--- config.mk ---
export PLATFORM = sky130hd
export DESIGN_NAME = rbank_err_seq
export DESIGN_NICKNAME = d
export VERILOG_FILES = /design/src/rtl/rbank_pkg.sv /design/src/rtl/rbank_fill_ctr.sv /design/src/rtl/rbank_exc_fsm.sv /design/src/rtl/rbank_err_seq.sv
export SDC_FILE = /design/constraint.sdc
export NUM_CORES = 1
export LEC_CHECK = 0
export ABC_AREA = 1
export CELL_PAD_IN_SITES_DETAIL_PLACEMENT = 0
export CELL_PAD_IN_SITES_GLOBAL_PLACEMENT = 1
export CORE_MARGIN = 2
export CORE_UTILIZATION = 44
export DETAILED_ROUTE_END_ITERATION = 12
export DONT_BUFFER_PORTS = 1
export PLACE_DENSITY = 0.85
export SYNTH_ARGS = -nofsm -noshare
export SYNTH_HDL_FRONTEND = slang
export SYNTH_SLANG_ARGS = --single-unit
--- constraint.sdc ---
create_clock -name clk -period 2.6 [get_ports clk]
set_clock_uncertainty 0.05 [all_clocks]
set_input_delay 0.26 -clock clk [delete_from_list [all_inputs] [get_ports clk]]
set_output_delay 0.26 -clock clk [all_outputs]
set_load 0.05 [all_outputs]
--- src/rtl/rbank_pkg.sv ---
package rbank_pkg;

  typedef enum logic [2:0] {
    ST_IDLE,
    ST_VEC,
    ST_PUSH_SR,
    ST_PUSH_PC,
    ST_JUMP
  } seq_state_t;

  typedef enum logic {
    ERR_OVF,
    ERR_UDF
  } err_kind_t;

endpackage

--- src/rtl/rbank_fill_ctr.sv ---
module rbank_fill_ctr #(
  parameter int NUM_BANKS = 15,
  parameter int CNT_W     = $clog2(NUM_BANKS + 1)
) (
  input  logic             clk,
  input  logic             rst,
  input  logic             hold,
  input  logic             irq_accept,
  input  logic             irq_uses_bank,
  input  logic             restore_strobe,
  input  logic             ovf_enable,
  output logic [CNT_W-1:0] level,
  output logic             ovf_hit,
  output logic             udf_hit
);

  localparam logic [CNT_W-1:0] LIMIT = CNT_W'(NUM_BANKS);

  logic full, empty, bank_irq, restore_ev;

  assign full       = (level == LIMIT);
  assign empty      = (level == '0);
  // An interrupt acceptance wins over a restore in the same cycle.
  assign bank_irq   = irq_accept & irq_uses_bank & ~hold;
  assign restore_ev = restore_strobe & ~irq_accept & ~hold;

  assign ovf_hit = bank_irq & full & ovf_enable;
  assign udf_hit = restore_ev & empty;

  always_ff @(posedge clk) begin
    if (rst) begin
      level <= '0;
    end else if (bank_irq && !full) begin
      level <= level + 1'b1;
    end else if (restore_ev && !empty) begin
      level <= level - 1'b1;
    end
  end

endmodule

--- src/rtl/rbank_exc_fsm.sv ---
module rbank_exc_fsm
  import rbank_pkg::*;
#(
  parameter int              WORD_W   = 32,
  parameter int              LVL_W    = 4,
  parameter int              MASK_LSB = 4,
  parameter logic [WORD_W-1:0] VEC_BASE = 32'h0000_0100,
  parameter int              OVF_VEC  = 9,
  parameter int              UDF_VEC  = 10
) (
  input  logic              clk,
  input  logic              rst,
  input  logic              ovf_hit,
  input  logic              udf_hit,
  input  logic [LVL_W-1:0]  irq_level,
  input  logic [WORD_W-1:0] next_pc,
  input  logic [WORD_W-1:0] restore_pc,
  input  logic [WORD_W-1:0] sr_cur,
  input  logic [WORD_W-1:0] sp_cur,
  input  logic              mem_ready,
  input  logic [WORD_W-1:0] mem_rdata,
  output logic              busy,
  output logic              mem_valid,
  output logic              mem_write,
  output logic [WORD_W-1:0] mem_addr,
  output logic [WORD_W-1:0] mem_wdata,
  output logic              redirect_valid,
  output logic [WORD_W-1:0] redirect_pc,
  output logic [WORD_W-1:0] new_sr,
  output logic [WORD_W-1:0] new_sp
);

  localparam logic [WORD_W-1:0] STEP     = WORD_W'(4);
  localparam logic [WORD_W-1:0] OVF_ADDR = VEC_BASE + (WORD_W'(OVF_VEC) << 2);
  localparam logic [WORD_W-1:0] UDF_ADDR = VEC_BASE + (WORD_W'(UDF_VEC) << 2);

  seq_state_t        state;
  logic [WORD_W-1:0] pc_q, sr_q, sp_q, handler_q;
  logic [WORD_W-1:0] sr_masked;

  assign busy = (state != ST_IDLE);

  always_comb begin
    sr_masked = sr_cur;
    sr_masked[MASK_LSB +: LVL_W] = irq_level;
  end

  always_ff @(posedge clk) begin
    if (rst) begin
      state          <= ST_IDLE;
      mem_valid      <= 1'b0;
      mem_write      <= 1'b0;
      mem_addr       <= '0;
      mem_wdata      <= '0;
      redirect_valid <= 1'b0;
      redirect_pc    <= '0;
      new_sr         <= '0;
      new_sp         <= '0;
      pc_q           <= '0;
      sr_q           <= '0;
      sp_q           <= '0;
      handler_q      <= '0;
    end else begin
      case (state)
        ST_IDLE: begin
          if (ovf_hit || udf_hit) begin
            state     <= ST_VEC;
            mem_valid <= 1'b1;
            mem_write <= 1'b0;
            mem_addr  <= ovf_hit ? OVF_ADDR : UDF_ADDR;
            pc_q      <= ovf_hit ? next_pc : restore_pc;
            new_sr    <= ovf_hit ? sr_masked : sr_cur;
            sr_q      <= sr_cur;
            sp_q      <= sp_cur;
          end
        end
        ST_VEC: begin
          if (mem_ready) begin
            state     <= ST_PUSH_SR;
            handler_q <= mem_rdata;
            mem_write <= 1'b1;
            mem_addr  <= sp_q - STEP;
            mem_wdata <= sr_q;
            sp_q      <= sp_q - STEP;
          end
        end
        ST_PUSH_SR: begin
          if (mem_ready) begin
            state     <= ST_PUSH_PC;
            mem_addr  <= sp_q - STEP;
            mem_wdata <= pc_q;
            sp_q      <= sp_q - STEP;
          end
        end
        ST_PUSH_PC: begin
          if (mem_ready) begin
            state          <= ST_JUMP;
            mem_valid      <= 1'b0;
            mem_write      <= 1'b0;
            redirect_valid <= 1'b1;
            redirect_pc    <= handler_q;
            new_sp         <= sp_q;
          end
        end
        ST_JUMP: begin
          state          <= ST_IDLE;
          redirect_valid <= 1'b0;
        end
        default: state <= ST_IDLE;
      endcase
    end
  end

endmodule

--- src/rtl/rbank_err_seq.sv ---
module rbank_err_seq #(
  parameter int                NUM_BANKS = 15,
  parameter int                WORD_W    = 32,
  parameter int                LVL_W     = 4,
  parameter int                MASK_LSB  = 4,
  parameter logic [WORD_W-1:0] VEC_BASE  = 32'h0000_0100,
  parameter int                OVF_VEC   = 9,
  parameter int                UDF_VEC   = 10,
  parameter int                CNT_W     = $clog2(NUM_BANKS + 1)
) (
  input  logic              clk,
  input  logic              rst,
  input  logic              irq_accept,
  input  logic [LVL_W-1:0]  irq_level,
  input  logic              irq_uses_bank,
  input  logic              restore_strobe,
  input  logic [WORD_W-1:0] restore_pc,
  input  logic [WORD_W-1:0] next_pc,
  input  logic              ovf_enable,
  input  logic [WORD_W-1:0] sr_cur,
  input  logic [WORD_W-1:0] sp_cur,
  output logic              mem_valid,
  output logic              mem_write,
  output logic [WORD_W-1:0] mem_addr,
  output logic [WORD_W-1:0] mem_wdata,
  input  logic              mem_ready,
  input  logic [WORD_W-1:0] mem_rdata,
  output logic              busy,
  output logic [CNT_W-1:0]  bank_level,
  output logic              redirect_valid,
  output logic [WORD_W-1:0] redirect_pc,
  output logic [WORD_W-1:0] new_sr,
  output logic [WORD_W-1:0] new_sp
);

  logic ovf_hit, udf_hit;

  rbank_fill_ctr #(
    .NUM_BANKS (NUM_BANKS),
    .CNT_W     (CNT_W)
  ) u_fill (
    .clk            (clk),
    .rst            (rst),
    .hold           (busy),
    .irq_accept     (irq_accept),
    .irq_uses_bank  (irq_uses_bank),
    .restore_strobe (restore_strobe),
    .ovf_enable     (ovf_enable),
    .level          (bank_level),
    .ovf_hit        (ovf_hit),
    .udf_hit        (udf_hit)
  );

  rbank_exc_fsm #(
    .WORD_W   (WORD_W),
    .LVL_W    (LVL_W),
    .MASK_LSB (MASK_LSB),
    .VEC_BASE (VEC_BASE),
    .OVF_VEC  (OVF_VEC),
    .UDF_VEC  (UDF_VEC)
  ) u_seq (
    .clk            (clk),
    .rst            (rst),
    .ovf_hit        (ovf_hit),
    .udf_hit        (udf_hit),
    .irq_level      (irq_level),
    .next_pc        (next_pc),
    .restore_pc     (restore_pc),
    .sr_cur         (sr_cur),
    .sp_cur         (sp_cur),
    .mem_ready      (mem_ready),
    .mem_rdata      (mem_rdata),
    .busy           (busy),
    .mem_valid      (mem_valid),
    .mem_write      (mem_write),
    .mem_addr       (mem_addr),
    .mem_wdata      (mem_wdata),
    .redirect_valid (redirect_valid),
    .redirect_pc    (redirect_pc),
    .new_sr         (new_sr),
    .new_sp         (new_sp)
  );

endmodule

==> flow_summary.ini <==
[synth]
ys_seq_area_frac = 0.454
yosys_warnings = 0
postSynthNetCount = 1901
syn_inst = 1726
ys_ff_latch = 270
synth.distinct_cells = 36
syn_area_um2 = 11900
postSynthAreaPerCell_um2 = 6.90

[drt]
drt_iter0_drc = 812
postRouteAntennaNets = 0
first_pass_iters = 5
viasPerCell = 5.32
vias = 11500
drc = 0
drt_wl_total_mm = 36.5
wl_per_cell_um = 16.8

[layout]
final_util = 0.545
fill_cells = 2527
nets = 1977
regArea_um2 = 5410
layout_commonest_cell = nand2_1
multiInputGateArea_um2 = 5340
final_cell_mix = nand2_1 (347), nor2_1 (311), dfxtp_1 (270)
drive_gt1_frac = 0.0570
final_area_um2 = 14600
area_delta_synth_final_pct = 22.6

[setup_path]
required_ns = 2.98
arrival_ns = 2.78
start_kind = register
path_class = register to register
end_kind = register
cp_max_fo = 37

[die]
rows = 60
core-area_um2 = 26800
die_area_um2 = 28400
start_util = 0.444
ios = 339
die_y_um = 169
die_w_um = 169

[global_route]
grt_max_degree = 104
antenna_found_initial = 1
grt_pass1_wl_mm = 57.4
grt_pass1_vias = 10700
gr-usage-all-layers = 0.244
grt_overflow = 0

[timing]
hold_viol = 0
clock.fmax_mhz = 417
rsz0062_at_grt = no
setup_violations = 0
period_share = 0.922
whs_ns = 0.0259
setup_tns_ns = 0
slew_headroom = 0.496
fin_crit_ns = 2.40
final_max_slew_viol_count = 0
tightest_slew_ns = 0.755

[cts]
htree_levels = 1
clockRootBuffer = clkbuf_16
cts_sinks = 270
numCtsBuffers = 29
cts.path.max_buffers = 3
insertion_delay_ns = 0.55
cts_tree = yes
clk_pin_slew_ns = 0.06
post-cts-setup-buffer-count = 0

[placement]
dp_hpwl_mm = 22.8
portBuffers = 0
placed_cell_area_um2 = 11900
gp_congestion = 0.873

[power_and_ir_drop]
ir_drop_uv = 627
power.leakage_nw = 6.22
power.density_nw_per_um2 = 1180

[run]
cap_violations = 0

[hold_path]
holdCritPathClass = input port to register

[status]
outcome = completed
-- metal layers --
layer | vias up | global-route usage | part of all wire
met4 | 0 | 0.0705 | 0.027
met5 | - | 0 | 0
met3 | 68 | 0.0512 | 0.079
met2 | 456 | 0.403 | 0.46
met1 | 5303 | 0.323 | 0.43
li1 | 5695 | - | -
-- cell families after synthesis --
| kind of cell | Yosys count | share of synthesized area |
|---|---|---|
| flops | 270 | 0.454 |
| simple gates | 832 | 0.286 |
| buf+inv | 267 | 0.0995 |
| compound gates | 349 | 0.153 |
| xor+xnor | 4 | 0.00294 |
| fa+ha+maj | 4 | 0.00483 |
-- Yosys cell counts --
cell type	number	area, um2
a211oi_1	6	45.0
a21boi_0	1	7.51
a21o_1	1	7.51
a21oi_1	120	601
a31oi_1	32	200
buf_1	3	11.3
buf_2	29	145
buf_4	33	248
buf_6	3	33.8
clkbuf_1	75	282
dfxtp_1	270	5410
fa_1	1	20.0
ha_1	3	37.5
inv_1	118	443
inv_2	6	22.5
nand2_1	348	1310
nand2_2	4	25.0
nand2_4	2	22.5
nand2b_1	1	6.26
nand3_1	146	731
nand3_2	1	10.0
nand3b_1	1	7.51
nand3b_4	1	20.0
nand4_1	7	43.8
nand4_2	1	12.5
nor2_1	313	1170
nor2_2	2	12.5
nor2_4	2	22.5
nor3_1	2	10.0
o211ai_1	3	22.5
o21ai_0	181	906
o21ai_1	4	20.0
o31ai_1	1	7.51
or2_2	1	6.26
xnor2_1	2	17.5
xor2_1	2	17.5
-- through the flow --
stage,worst slack [ns],total power [W],std cells
floorplan,0.416,0.0113,1726
global placement,0.595,0.0124,1952
detailed placement,0.480,0.0125,1952
CTS,0.0468,0.0173,2164
global route,0.0303,0.0183,2165
finish,0.203,0.0173,2166
-- state kept, by name, indices dropped and copies added (netlist names), 4 cells and up --
register	count
u_seq.handler_q	32
u_seq.mem_addr	32
u_seq.mem_wdata	32
u_seq.new_sp	32
u_seq.pc_q	32
u_seq.redirect_pc	32
u_seq.sp_q	32
u_seq.sr_q	31
u_seq.new_sr	5
u_fill.level	4
-- path summary, 6_finish.rpt --
kind	endpoint	slack [ns]	cells past startpoint	start
worst max-delay path	u_seq.pc_q[31]	0.20	10	u_seq.state[2]
worst min-delay path	u_seq.pc_q[3]	0.03	4	next_pc[3]
worst max register to register	u_seq.pc_q[31]	0.20	10	u_seq.state[2]
worst min register to register	u_seq.mem_wdata[7]	0.42	2	u_seq.sr_q[7]
-- power breakdown --
group	switching, W	total, W	internal (W)
sequential	0.00249	0.00756	0.00507
combinational	0.00347	0.00519	0.00171
clock	0.00173	0.00454	0.00281
-- critical path: stages (launching register included) --
cell           delay [ns]
dfxtp_1              0.35
nor2_2               0.16
nand2_2              0.11
nor2_4               0.14
nand3b_4             0.17
nand2_2              0.14
inv_4                0.15
buf_12               0.22
a211oi_1             0.17
dlygate4sd3_1        0.57
nor2_1               0.04
-- layout make-up --
type / count / share of cell area
clock inverter: 14 / 0.0160
antenna: 2 / 0.000343
multi-input combinational: 1189 / 0.365
sequential: 270 / 0.370
inverter: 124 / 0.0322
clock buffer: 38 / 0.0561
tap: 341 / 0.0292
timing repair buffer: 188 / 0.131
-- timing repair --
item,CTS,global route
hold buffers,160,0
endpoints found under the setup margin,0,2
gates resized for setup,0,2
endpoints found under the hold margin,207,0
Power figures use the tool's default switching activity.
